`src/rtl/iowin_pkg.sv`:
```
package iowin_pkg;

  localparam int unsigned WIN_REG_W = 32;
  localparam int unsigned IO_ADDR_W = 16;

  typedef logic [WIN_REG_W-1:0] win_reg_t;
  typedef logic [IO_ADDR_W-1:0] io_addr_t;

  // base address: register bits 15:2, low two bits zero
  function automatic io_addr_t win_base(input win_reg_t r);
    return {r[15:2], 2'b00};
  endfunction

  // don't-care mask: register bits 31:18 moved down, low two bits forced set
  function automatic io_addr_t win_mask(input win_reg_t r);
    return {r[31:18], 2'b11};
  endfunction

  function automatic logic win_enabled(input win_reg_t r);
    return r[0];
  endfunction

  function automatic logic win_covers(input io_addr_t a, input win_reg_t r);
    return win_enabled(r) && ((a & ~win_mask(r)) == win_base(r));
  endfunction

endpackage

```
`src/rtl/iowin_regfile.sv`:
```
module iowin_regfile
  import iowin_pkg::*;
#(
  parameter int unsigned NUM_WIN  = 4,
  parameter int unsigned CFG_AW   = 8,
  parameter logic [CFG_AW-1:0] BASE_OFS = 8'h84
) (
  input  logic                        clk,
  input  logic                        rst_n,
  input  logic                        cfg_wr,
  input  logic [CFG_AW-1:0]           cfg_addr,
  input  win_reg_t                    cfg_wdata,
  output win_reg_t                    cfg_rdata,
  output logic [NUM_WIN-1:0][WIN_REG_W-1:0] win_regs
);

  localparam int unsigned STRIDE = WIN_REG_W / 8;

  logic [NUM_WIN-1:0] slot_sel;
  logic [NUM_WIN-1:0] slot_wr;
  logic               any_slot_wr;

  for (genvar gi = 0; gi < NUM_WIN; gi++) begin : g_slot
    localparam logic [CFG_AW-1:0] SLOT_OFS = BASE_OFS + CFG_AW'(STRIDE * gi);

    assign slot_sel[gi] = (cfg_addr == SLOT_OFS);
    assign slot_wr[gi]  = cfg_wr && slot_sel[gi];

    always_ff @(posedge clk or negedge rst_n) begin
      if (!rst_n) begin
        win_regs[gi] <= '0;
      end else if (slot_wr[gi]) begin
        win_regs[gi] <= cfg_wdata;
      end
    end

    // write to a mapped slot lands on the next edge
    assert_write_lands_R2: assert property (@(posedge clk) disable iff (!rst_n)
      slot_wr[gi] |=> (win_regs[gi] == $past(cfg_wdata)));
  end

  assign any_slot_wr = |slot_wr;

  always_comb begin
    cfg_rdata = '0;
    for (int i = 0; i < NUM_WIN; i++) begin
      if (slot_sel[i]) cfg_rdata = cfg_rdata | win_regs[i];
    end
  end

  // writes outside the window slots leave every register untouched
  assert_stray_write_R3: assert property (@(posedge clk) disable iff (!rst_n)
    (cfg_wr && !any_slot_wr) |=> $stable(win_regs));

  // address decode selects at most one slot
  assert_one_slot_R2: assert property (@(posedge clk) disable iff (!rst_n)
    $onehot0(slot_sel));

endmodule

```
`src/rtl/iowin_match.sv`:
```
module iowin_match
  import iowin_pkg::*;
#(
  parameter int unsigned NUM_WIN = 4
) (
  input  logic                              clk,
  input  logic                              rst_n,
  input  io_addr_t                          io_addr,
  input  logic [NUM_WIN-1:0][WIN_REG_W-1:0] win_regs,
  output logic [NUM_WIN-1:0]                match_vec
);

  for (genvar gi = 0; gi < NUM_WIN; gi++) begin : g_cmp
    io_addr_t base_w;
    io_addr_t mask_w;
    logic     en_w;

    assign base_w = win_base(win_regs[gi]);
    assign mask_w = win_mask(win_regs[gi]);
    assign en_w   = win_enabled(win_regs[gi]);

    assign match_vec[gi] = en_w && ((io_addr & ~mask_w) == base_w);

    // a disabled window stays silent
    assert_disabled_quiet_R4: assert property (@(posedge clk) disable iff (!rst_n)
      !win_regs[gi][0] |-> !match_vec[gi]);

    // a claimed address agrees with the unmasked register bits
    assert_low_bits_free_R5: assert property (@(posedge clk) disable iff (!rst_n)
      match_vec[gi] |-> (io_addr[15:2] & ~win_regs[gi][31:18]) == win_regs[gi][15:2]);
  end

endmodule

```
`src/rtl/iowin_prio.sv`:
```
module iowin_prio #(
  parameter int unsigned NUM_WIN = 4,
  localparam int unsigned IDX_W  = (NUM_WIN > 1) ? $clog2(NUM_WIN) : 1
) (
  input  logic               clk,
  input  logic               rst_n,
  input  logic [NUM_WIN-1:0] match_vec,
  output logic               any_match,
  output logic [IDX_W-1:0]   first_idx
);

  always_comb begin
    first_idx = '0;
    for (int i = NUM_WIN - 1; i >= 0; i--) begin
      if (match_vec[i]) first_idx = IDX_W'(i);
    end
  end

  assign any_match = |match_vec;

  // chosen window really matches and nothing below it does
  assert_lowest_wins_R7: assert property (@(posedge clk) disable iff (!rst_n)
    any_match |-> (match_vec[first_idx] &&
                   ((match_vec & ((NUM_WIN)'(1) << first_idx) - (NUM_WIN)'(1)) == '0)));

  assert_idle_index_R8: assert property (@(posedge clk) disable iff (!rst_n)
    !any_match |-> (first_idx == '0));

endmodule

```
`src/rtl/io_window_decoder.sv`:
```
module io_window_decoder
  import iowin_pkg::*;
#(
  parameter int unsigned NUM_WIN  = 4,
  parameter int unsigned CFG_AW   = 8,
  parameter logic [CFG_AW-1:0] BASE_OFS = 8'h84,
  localparam int unsigned IDX_W   = (NUM_WIN > 1) ? $clog2(NUM_WIN) : 1
) (
  input  logic                 clk,
  input  logic                 rst_n,
  input  logic                 cfg_wr,
  input  logic [CFG_AW-1:0]    cfg_addr,
  input  logic [WIN_REG_W-1:0] cfg_wdata,
  output logic [WIN_REG_W-1:0] cfg_rdata,
  input  logic                 io_valid,
  input  logic [IO_ADDR_W-1:0] io_addr,
  output logic                 io_hit,
  output logic [IDX_W-1:0]     io_win_idx
);

  logic [NUM_WIN-1:0][WIN_REG_W-1:0] win_regs;
  logic [NUM_WIN-1:0]                match_vec;
  logic                              any_match;
  logic [IDX_W-1:0]                  first_idx;

  iowin_regfile #(
    .NUM_WIN (NUM_WIN),
    .CFG_AW  (CFG_AW),
    .BASE_OFS(BASE_OFS)
  ) regs_i (
    .clk      (clk),
    .rst_n    (rst_n),
    .cfg_wr   (cfg_wr),
    .cfg_addr (cfg_addr),
    .cfg_wdata(cfg_wdata),
    .cfg_rdata(cfg_rdata),
    .win_regs (win_regs)
  );

  iowin_match #(
    .NUM_WIN(NUM_WIN)
  ) match_i (
    .clk      (clk),
    .rst_n    (rst_n),
    .io_addr  (io_addr),
    .win_regs (win_regs),
    .match_vec(match_vec)
  );

  iowin_prio #(
    .NUM_WIN(NUM_WIN)
  ) prio_i (
    .clk      (clk),
    .rst_n    (rst_n),
    .match_vec(match_vec),
    .any_match(any_match),
    .first_idx(first_idx)
  );

  assign io_hit     = io_valid && any_match;
  assign io_win_idx = io_hit ? first_idx : '0;

  // no claim outside a live I/O cycle
  assert_idle_quiet_R8: assert property (@(posedge clk) disable iff (!rst_n)
    !io_valid |-> (!io_hit && io_win_idx == '0));

  // a hit always traces back to some matching window
  assert_hit_has_source_R5: assert property (@(posedge clk) disable iff (!rst_n)
    io_hit |-> (match_vec != '0));

endmodule

```
`config.mk`:
```
export PLATFORM = sky130hd
export DESIGN_NAME = io_window_decoder
export DESIGN_NICKNAME = d
export VERILOG_FILES = /design/src/rtl/iowin_pkg.sv /design/src/rtl/iowin_regfile.sv /design/src/rtl/iowin_match.sv /design/src/rtl/iowin_prio.sv /design/src/rtl/io_window_decoder.sv
export SDC_FILE = /design/constraint.sdc
export NUM_CORES = 1
export LEC_CHECK = 0
export ABC_CLOCK_PERIOD_IN_PS = 1790
export BUFFER_PORTS_ARGS = -buffer_cell sky130_fd_sc_hd__buf_2
export CORE_ASPECT_RATIO = 0.6
export CORE_MARGIN = 2
export CORE_UTILIZATION = 50
export DETAILED_ROUTE_END_ITERATION = 10
export PLACE_DENSITY_LB_ADDON = 0.08
export SYNTH_ARGS = -nofsm -noshare
export SYNTH_HDL_FRONTEND = slang
export SYNTH_HIERARCHICAL = 1
export SYNTH_SLANG_ARGS = --single-unit
```
`constraint.sdc`:
```
create_clock -name clk -period 1.79 [get_ports clk]
set_clock_uncertainty 0.2 [all_clocks]
set_input_delay 0.2685 -clock clk [delete_from_list [all_inputs] [get_ports clk]]
set_output_delay 0.2685 -clock clk [all_outputs]
set_load 0.005 [all_outputs]
```
# Word-level counts from Yosys, hierarchy flattened
# Cells that the tools add are included.
[word_totals] regBits=128 in_bits=60 out_inout_bits=35
[classes] eq_ne=8 muxes=9 bitwise=11 reduce_logical=10
[ops] op="$mux W32" n=4
[ops] op="$or A32 B32 Y32" n=3
[ops] op="$and A16 B16 Y16" n=4
[ops] op="$eq A16 B16 Y1" n=4
[ops] op="$not A16 Y16" n=4
[ops] op="$eq A8 B8 Y1 const B" n=4
[ops] op="$mux W2" n=5
[ops] op="$logic_and A1 B1 Y1" n=9
[ops] op="$reduce_or A4 Y1" n=1

# Logic depth before layout (Yosys ltp)
# Gate-level depths: netlist (run 1).
[logic_depth] depth_word=9 depth_mapped=7 mapped_depth_nobuf=7

# By module
# Netlist (run 1), hierarchy kept.
[by_module_without_submodules] module="iowin_regfile" n_inst=1 cells_per_inst=499 area_each_um2=6256.0
[by_module_without_submodules] module="iowin_match" n_inst=1 cells_per_inst=132 area_each_um2=985.9
[by_module_without_submodules] module="iowin_prio" n_inst=1 cells_per_inst=7 area_each_um2=35.0
[by_module_without_submodules] module="io_window_decoder" n_inst=1 cells_per_inst=3 area_each_um2=18.8

# Worst setup path after synthesis (run 1)
# No wires, ideal clock.
[synth_timing] path_kind="reg-to-output" from="register regs_i/win_regs[63] in the netlist's numbering" to="output port io_win_idx[0]" t_arrival_ns=1.421 path_slack_ns=-0.100 path_stages_with_launch=8 n_path_buf=0 cell_sequence="dfrtp_1 > nor2b_1 > xnor2_1 > nand4_1 > nor4_2 > inv_1 > a21oi_2 > and3_1"
[synth_between] elab_chain_len=7 word_cells_on_any_way=9 classes_between="1 x eq/ne; 3 x mux; 2 x bitwise; 3 x reduce/logical"
[synth_lines] item="from (decl)" line="iowin_regfile.sv:14" text="output logic [NUM_WIN-1:0][WIN_REG_W-1:0] win_regs"
[synth_lines] item="from (signal, indexed assignment)" line="iowin_regfile.sv:33" text="win_regs[gi] <= cfg_wdata;"
[synth_lines] item="$not A16 Y16" line="iowin_match.sv:22" text="assign match_vec[gi] = en_w && ((io_addr & ~mask_w) == base_w);"
[synth_lines] item="$and A16 B16 Y16" line="iowin_match.sv:22"
[synth_lines] item="$eq A16 B16 Y1" line="iowin_match.sv:22"
[synth_lines] item="$logic_and A1 B1 Y1" line="iowin_match.sv:22"
[synth_lines] item="via match_vec[1]" line="io_window_decoder.sv:22" text="logic [NUM_WIN-1:0] match_vec;"
[synth_lines] item="$mux W2 (2 in a row)" line="iowin_prio.sv:15" text="if (match_vec[i]) first_idx = IDX_W'(i);"
[synth_lines] item="via first_idx[0]" line="io_window_decoder.sv:24" text="logic [IDX_W-1:0] first_idx;"
[synth_lines] item="$mux W2" line="io_window_decoder.sv:61" text="assign io_win_idx = io_hit ? first_idx : '0;"
[synth_lines] item="to (decl)" line="io_window_decoder.sv:18" text="output logic [IDX_W-1:0] io_win_idx"
# The timed path passes the listed nets, and every way through them passes these cells.

# Worst setup path in the final report (run 1)
[layout_timing] from="register regs_i/win_regs[88] in the netlist's numbering" to="output port io_win_idx[1]"
[layout_between] elab_chain_len=8 word_cells_on_any_way=10 classes_between="1 x eq/ne; 4 x mux; 2 x bitwise; 3 x reduce/logical"
[layout_lines] item="$not A16 Y16" line="iowin_match.sv:22"
[layout_lines] item="$and A16 B16 Y16" line="iowin_match.sv:22"
[layout_lines] item="$eq A16 B16 Y1" line="iowin_match.sv:22"
[layout_lines] item="$logic_and A1 B1 Y1" line="iowin_match.sv:22"
[layout_lines] item="via match_vec[2]" line="io_window_decoder.sv:22"
[layout_lines] item="$mux W2 (3 in a row)" line="iowin_prio.sv:15"
[layout_lines] item="via first_idx[1]" line="io_window_decoder.sv:24"
[layout_lines] item="$mux W2" line="io_window_decoder.sv:61"
# The timed path passes the listed nets, and every way through them passes these cells.

==> results of run 1 <==
==> cell usage after synthesis <==
| master | instances |
|---|---|
| sky130_fd_sc_hd__nand2b_1 | 1 |
| sky130_fd_sc_hd__nand4_1 | 16 |
| sky130_fd_sc_hd__xnor2_1 | 56 |
| sky130_fd_sc_hd__and3_1 | 2 |
| sky130_fd_sc_hd__nor3_1 | 1 |
| sky130_fd_sc_hd__clkbuf_1 | 22 |
| sky130_fd_sc_hd__nor4bb_1 | 1 |
| sky130_fd_sc_hd__nor4_4 | 1 |
| sky130_fd_sc_hd__buf_2 | 16 |
| sky130_fd_sc_hd__nand3b_1 | 62 |
| sky130_fd_sc_hd__a21oi_1 | 33 |
| sky130_fd_sc_hd__inv_1 | 1 |
| sky130_fd_sc_hd__dfrtp_1 | 128 |
| sky130_fd_sc_hd__nor2b_1 | 58 |
| sky130_fd_sc_hd__nor4_2 | 4 |
| sky130_fd_sc_hd__nand2_1 | 34 |
| sky130_fd_sc_hd__mux2_2 | 160 |
| sky130_fd_sc_hd__nor2_1 | 2 |
| sky130_fd_sc_hd__nor3b_1 | 2 |
| sky130_fd_sc_hd__a21o_1 | 31 |
| sky130_fd_sc_hd__a21oi_2 | 1 |
| sky130_fd_sc_hd__nand3_1 | 4 |
| sky130_fd_sc_hd__and2_1 | 2 |
| sky130_fd_sc_hd__buf_1 | 3 |
==> worst paths after layout <==
kind / start / endpoint / slack, ns
worst max-delay path: regs_i/win_regs[88]$_DFFE_PN0P_ / io_win_idx[1] / -0.89
worst min-delay path: rst_n / regs_i/win_regs[91]$_DFFE_PN0P_ / 0.11
worst max register to register: regs_i/win_regs[100]$_DFFE_PN0P_ / regs_i/win_regs[100]$_DFFE_PN0P_ / 0.64
worst min register to register: regs_i/win_regs[17]$_DFFE_PN0P_ / regs_i/win_regs[17]$_DFFE_PN0P_ / 0.31
max in group asynchronous: rst_n / regs_i/win_regs[19]$_DFFE_PN0P_ / 0.70
min in group clk: cfg_addr[7] / regs_i/win_regs[39]$_DFFE_PN0P_ / 0.30
==> metal layers <==
layer,routed length (um),vias to the layer above
met4,257,0
met5,0,-
met2,10500,188
li1,-,2737
met1,10600,3089
met3,955,23
==> power by group <==
part / total [mW] / internal, mW / switching, mW
Sequential: 3.14 / 3.03 / 0.110
Combinational: 1.20 / 0.654 / 0.543
Clock: 3.59 / 2.21 / 1.38
==> area by class of cell <==
cell class                      count  area (um^2)
Clock buffer                       17          425
Clock inverter                     14          183
Fill cell                        1056         3920
Inverter                            1         3.75
Multi-Input combinational cell    471         4270
Sequential cell                   128         3200
Tap cell                          198          248
Timing Repair Buffer              256         2130
==> per-stage QoR <==
stage	hold WS (ns)	worst slack, ns	std cells	setup TNS (ns)
global route	0.124	-1.04	1085	-8.11
global placement	0.0140	-0.575	1018	-9.98
floorplan	-0.227	-0.0704	641	-0.132
CTS	0.100	-0.896	1084	-6.40
detailed placement	0.00922	-0.563	1018	-11.87
finish	0.107	-0.889	1085	-5.97
==> placed cells by master, fill, tap and decap left out, types with 3 or more instances in the layout <==
master,Yosys,routed
sky130_fd_sc_hd__mux2_2,160,138
sky130_fd_sc_hd__dfrtp_1,128,128
sky130_fd_sc_hd__buf_2,16,90
sky130_fd_sc_hd__buf_4,0,81
sky130_fd_sc_hd__nand3b_1,62,62
sky130_fd_sc_hd__xnor2_1,56,54
sky130_fd_sc_hd__nor2b_1,58,44
sky130_fd_sc_hd__buf_6,0,36
sky130_fd_sc_hd__dlygate4sd3_1,0,33
sky130_fd_sc_hd__a21oi_2,1,32
sky130_fd_sc_hd__a21o_1,31,31
sky130_fd_sc_hd__mux2_4,0,22
sky130_fd_sc_hd__nand2_2,0,22
sky130_fd_sc_hd__clkbuf_16,0,17
sky130_fd_sc_hd__nand4_1,16,16
sky130_fd_sc_hd__nor2b_2,0,14
sky130_fd_sc_hd__buf_12,0,13
sky130_fd_sc_hd__nand2_1,34,11
sky130_fd_sc_hd__inv_6,0,4
sky130_fd_sc_hd__clkinv_4,0,4
sky130_fd_sc_hd__bufinv_16,0,3
sky130_fd_sc_hd__clkinvlp_4,0,3
sky130_fd_sc_hd__nor4_4,1,3
==> timing repair <==
action	CTS	global route
hold endpoints to repair	256	0
resized for setup	80	62
gates cloned	2	0
pin swaps	37	36
setup endpoints to repair	35	35
hold buffers	33	0
setup buffers	5	11
==> critical path, stage by stage, from the launching register on <==
cell                      delay [ns]
sky130_fd_sc_hd__dfrtp_1        0.40
sky130_fd_sc_hd__nor2b_1        0.20
sky130_fd_sc_hd__xnor2_1        0.15
sky130_fd_sc_hd__nand3_1        0.15
sky130_fd_sc_hd__nor4_2         0.35
sky130_fd_sc_hd__nor2_1         0.11
sky130_fd_sc_hd__nor3_1         0.15
sky130_fd_sc_hd__and3_1         0.17
sky130_fd_sc_hd__buf_2          0.11
==> logic make-up after synthesis <==
logic type / Yosys count
multiplexers: 160
AND/OR/NAND/NOR: 190
XOR/XNOR: 56
flip-flops: 128
buffers and inverters: 42
AO/OA/AOI/OAI: 65
==> impl_metrics.env, run 1 <==
export IMPL_outcome="finished, violations left"
export IMPL_failed_checks="negative setup slack"
export IMPL_synth_seq_area_share_pct=43.9
export IMPL_powerDensity_mw_per_mm2=758
export IMPL_synth_compound_area_share_pct=5.57
export IMPL_rsz0062_at_grt="yes"
export IMPL_synthTopCellsByArea="sky130_fd_sc_hd__dfrtp_1 (44%), sky130_fd_sc_hd__mux2_2 (25%), sky130_fd_sc_hd__xnor2_1 (6.7%)"
export IMPL_hold_violations=0
export IMPL_n_antenna_cell=0
export IMPL_cts_max_path_buffers=2
export IMPL_grt_pass1_vias=6343
export IMPL_drive_gt1_share_pct=55.6
export IMPL_cts_htree_levels=4
export IMPL_timing_final_max_slew_violations=0
export IMPL_critical_path_max_fanout=2
export IMPL_worstPathArrival_ns=2.21
export IMPL_pre_antenna_drt_iters=5
export IMPL_clock_sink_count=128
export IMPL_totalWireLength_um=22300
export IMPL_global_route_usage_met1_pct=41.3
export IMPL_grt_pass1_wl_um=35100
export IMPL_gp_congestion=0.828
export IMPL_cts_clk_slew_worst_paths_ns=0.06
export IMPL_final_core_util_pct=72.8
export IMPL_synth_adder_area_share_pct=0
export IMPL_core_mm2=0.0144
export IMPL_globalRouteOverflowTotal=0
export IMPL_synthesis_area_per_instance_um2=11.4
export IMPL_peakVddDrop_uv=697
export IMPL_port_buffer_count=92
export IMPL_worst_setup_path_type="register to output port"
export IMPL_timing_final_crit_period_ns=2.68
export IMPL_tightest_slew_ns=0.375
export IMPL_grt_use_met2_pct=47.1
export IMPL_number_of_cell_rows=34
export IMPL_post_synth_xor_area_fraction_pct=6.72
export IMPL_share_of_yosys_cell_area_claimed_by_the_top_area_cell_type_pct=43.9
export IMPL_synth_cell_area_mm2=0.00730
export IMPL_yosys_mux_area_fraction_pct=24.7
export IMPL_fp_dieH_um=97.6
export IMPL_setup_violations=32
export IMPL_dpl_instance_area_mm2=0.00897
export IMPL_post_drt_via_cell_ratio=5.56
export IMPL_grt_busiest_layer="met2"
export IMPL_worstSetupStartpointType="register"
export IMPL_start_util_pct=50.7
export IMPL_top_level_ports=95
export IMPL_power_leakage_nw=4.92
export IMPL_post_route_cell_area_mm2=0.0105
export IMPL_dieArea_mm2=0.0156
export IMPL_hp_class="input pin to async pin"
export IMPL_drtIter0Drc=389
export IMPL_die_w_um=160
export IMPL_area_growth_synth_to_final_pct=43.4
export IMPL_postSynthCellCount=641
export IMPL_insertion_delay_ns=0.41
export IMPL_yosys_warnings=6
export IMPL_max_cap_violations=0
export IMPL_final_setup_worst_slack_ns=-0.889
export IMPL_pwr_total_mw=7.93
export IMPL_clock_tree_from_tritoncts="yes"
export IMPL_worst_ep_required_time_ns=1.32
export IMPL_wire_per_inst_um=20.6
export IMPL_finalCritPeriodShare_pct=150
export IMPL_finish_net_count=935
export IMPL_postSynthRegisterBits=128
export IMPL_cts_root_buffer="sky130_fd_sc_hd__clkbuf_16"
export IMPL_fmaxAchievable_ghz=0.373
export IMPL_grt_antenna_before_repair=0
export IMPL_global_route_usage_total_pct=29.3
export IMPL_setup_worst_path_end_class="output port"
export IMPL_regMostFlops="regs_i/win_regs"
export IMPL_number_of_buffers_added_by_the_clock_tree_synthesis_step=17
export IMPL_dp_hpwl_um=14500
export IMPL_remaining_drc_errors=0
export IMPL_timing_max_slew_rel_slack_pct=75.0
export IMPL_largest_family_of_logic_cells_by_synthesized_area="multiplexers"
export IMPL_synth_cell_type_count=24
export IMPL_largest_register_ff_count=128
export IMPL_grtUsageMet3_pct=4.99
export IMPL_reg_largest_list="regs_i/win_regs: 128 flops"
export IMPL_synth_area_leader_cell="sky130_fd_sc_hd__dfrtp_1"
export IMPL_vias=6037
export IMPL_r2r_cells=2
export IMPL_drtAntennaViolNets=0
export IMPL_synth_net_count=701
export IMPL_synthSimpleGateAreaFrac_pct=16.7
export IMPL_grt_max_degree=37
Note: power is estimated with default switching activity, not from simulation.
==> run 2, diff against run 1 <==
--- a/config.mk
+++ b/config.mk
@@ -10,6 +10,8 @@
 export CORE_ASPECT_RATIO = 0.6
 export CORE_MARGIN = 2
 export CORE_UTILIZATION = 50
+export CTS_BUF_LIST = sky130_fd_sc_hd__clkbuf_2 sky130_fd_sc_hd__clkbuf_4 sky130_fd_sc_hd__clkbuf_8
+export CTS_CLUSTER_SIZE = 8
 export DETAILED_ROUTE_END_ITERATION = 10
 export PLACE_DENSITY_LB_ADDON = 0.08
 export SYNTH_ARGS = -nofsm -noshare
==> run 2 against run 1 <==
The run still ends with negative setup slack left. Setup slack got worse by 0.012 ns. Wire length grew 0.33%. Non-clock buffer count did not move. Final area fell by 1.5%. Count of clock-buffer cells in the layout stayed put. Register-to-register slack got worse by 0.07 ns. Via count shrank 1.3%. Combinational power hardly changed.
==> impl_metrics.env, run 2 (same netlist as run 1, synthesis figures left out) <==
export IMPL_outcome="finished, violations left"
export IMPL_clock_tree_from_tritoncts="yes"
export IMPL_area_growth_synth_to_final_pct=41.3
export IMPL_remaining_drc_errors=0
export IMPL_worst_setup_path_type="register to output port"
export IMPL_place_ws_ns=-0.563
export IMPL_critical_path_max_fanout=3
export IMPL_drive_gt1_share_pct=55.9
export IMPL_fp_dieH_um=97.6
export IMPL_timing_final_crit_period_ns=2.69
export IMPL_cts_clk_slew_worst_paths_ns=0.09
export IMPL_top_level_ports=95
export IMPL_final_setup_worst_slack_ns=-0.901
export IMPL_grt_max_degree=37
export IMPL_r2r_slack_ns=0.57
export IMPL_drtAntennaViolNets=0
export IMPL_timing_rr_end="regs_i/win_regs[2]$_DFFE_PN0P_"
export IMPL_mostFrequentLayoutCells="sky130_fd_sc_hd__mux2_2 (135), sky130_fd_sc_hd__dfrtp_1 (128), sky130_fd_sc_hd__buf_2 (90)"
export IMPL_regMostFlops="regs_i/win_regs"
export IMPL_clock_sink_count=128
export IMPL_drtIter0Drc=371
export IMPL_peakVddDrop_uv=483
export IMPL_power_leakage_nw=4.86
export IMPL_final_setup_tns_ns=-7.23
export IMPL_layout_commonest_cell="sky130_fd_sc_hd__mux2_2"
export IMPL_r2r_cells=3
export IMPL_timing_final_max_slew_violations=0
export IMPL_pwr_total_mw=7.01
export IMPL_core_mm2=0.0144
export IMPL_globalRouteOverflowTotal=0
export IMPL_cts_max_path_buffers=2
export IMPL_cts_root_buffer="sky130_fd_sc_hd__clkbuf_8"
export IMPL_timing_max_slew_rel_slack_pct=74.2
export IMPL_global_route_usage_total_pct=29.4
export IMPL_port_buffer_count=92
export IMPL_powerDensity_mw_per_mm2=680
export IMPL_dp_hpwl_um=14500
export IMPL_insertion_delay_ns=0.44
export IMPL_max_cap_violations=0
export IMPL_die_w_um=160
export IMPL_filler_cell_count=1078
export IMPL_worst_r2r_startpoint="regs_i/win_regs[2]$_DFFE_PN0P_"
export IMPL_fmaxAchievable_ghz=0.372
export IMPL_post_route_cell_area_mm2=0.0103
export IMPL_dieArea_mm2=0.0156
export IMPL_post_drt_via_cell_ratio=5.49
export IMPL_tightest_slew_ns=0.387
export IMPL_finalCritPeriodShare_pct=150
export IMPL_vias=5958
export IMPL_final_core_util_pct=71.7
export IMPL_worstPathArrival_ns=2.22
export IMPL_totalWireLength_um=22400
export IMPL_grt_pass1_vias=6372
export IMPL_worst_setup_path_endpoint="io_win_idx[1]"
export IMPL_number_of_cell_rows=34
export IMPL_hold_violations=0
export IMPL_reg_largest_list="regs_i/win_regs: 128 flops"
export IMPL_n_antenna_cell=0
export IMPL_hp_class="input pin to async pin"
export IMPL_worst_ep_required_time_ns=1.32
export IMPL_wire_per_inst_um=20.6
export IMPL_setup_violations=35
export IMPL_largest_register_ff_count=128
export IMPL_pre_antenna_drt_iters=5
export IMPL_rsz0062_at_grt="yes"
export IMPL_grt_pass1_wl_um=35100
export IMPL_setup_worst_path_end_class="output port"
export IMPL_finish_net_count=935
export IMPL_start_util_pct=50.7
export IMPL_grt_antenna_before_repair=0
export IMPL_worstSetupStartpointType="register"
export IMPL_gp_congestion=0.828
export IMPL_cts_htree_levels=4
export IMPL_dpl_instance_area_mm2=0.00897
export IMPL_critical_path_startpoint="regs_i/win_regs[83]$_DFFE_PN0P_"
export IMPL_failed_checks="negative setup slack"
export IMPL_number_of_buffers_added_by_the_clock_tree_synthesis_step=17
run 2: cell counts in the layout (fill, tap and decap cells not counted):
Identical to the previous run, type by type.
run 2: how the worst min path moves through the flow:
stage	from	endpoint	slack (ns)	cells past startpoint
2_1_floorplan	rst_n	regs_i/win_regs[0]$_DFFE_PN0P_	-0.23	0
3_3_place_gp	rst_n	regs_i/win_regs[65]$_DFFE_PN0P_	0.01	1
3_5_place_dp	rst_n	regs_i/win_regs[97]$_DFFE_PN0P_	0.009	1
4_1_cts	rst_n	regs_i/win_regs[91]$_DFFE_PN0P_	0.06	2
5_1_grt	rst_n	regs_i/win_regs[91]$_DFFE_PN0P_	0.08	2
6_report	rst_n	regs_i/win_regs[91]$_DFFE_PN0P_	0.07	2
run 2: final cells by class:
cell class | instances | area, um^2 | area share (%)
multi-input cells | 471 | 4310 | 41.8
well taps | 198 | 248 | 2.40
repair buffers | 256 | 2130 | 20.6
flip-flops and latches | 128 | 3200 | 31.1
clock buffers | 17 | 234 | 2.27
clock inverters | 14 | 183 | 1.77
inverters | 1 | 3.75 | 0.0364
run 2: worst max-delay path, cell delays in order, from the launching register on:
cell and delay [ns]:
sky130_fd_sc_hd__dfrtp_1 0.42, sky130_fd_sc_hd__nor2b_2 0.19, sky130_fd_sc_hd__xnor2_1 0.14, sky130_fd_sc_hd__nand3_1 0.18, sky130_fd_sc_hd__nor4_2 0.33, sky130_fd_sc_hd__nor2_1 0.09, sky130_fd_sc_hd__nor3_1 0.14, sky130_fd_sc_hd__and3_1 0.17
sky130_fd_sc_hd__buf_2 0.11
run 2: power breakdown:
group | leakage [nW] | total [mW] | internal [mW] | switching, mW
registers | 1.76 | 3.14 | 3.03 | 0.111
logic | 2.89 | 1.21 | 0.660 | 0.550
clock network | 0.200 | 2.66 | 1.39 | 1.26
run 2: what timing repair did:
| action | in CTS | in global routing |
|---|---|---|
| resized for setup | 85 | 62 |
| cloned | 2 | 0 |
| hold buffers | 33 | 0 |
| endpoints found under the hold margin | 256 | 0 |
| setup buffers | 4 | 6 |
| pin swaps | 40 | 26 |
| setup endpoints to repair | 35 | 35 |
run 2: layer usage:
layer,wire length (um),global-route usage (%),vias to the layer above
met5,0,0,-
met4,255,7.76,0
met3,939,5.42,20
met2,10500,48.0,146
met1,10600,40.8,3061
li1,-,-,2731
run 2: stage by stage:
stage	instances	hold WS (ns)
floorplan	641	-0.227
global placement	1018	0.0140
detailed placement	1018	0.00922
CTS	1085	0.0570
global route	1085	0.0772
finish	1085	0.0693
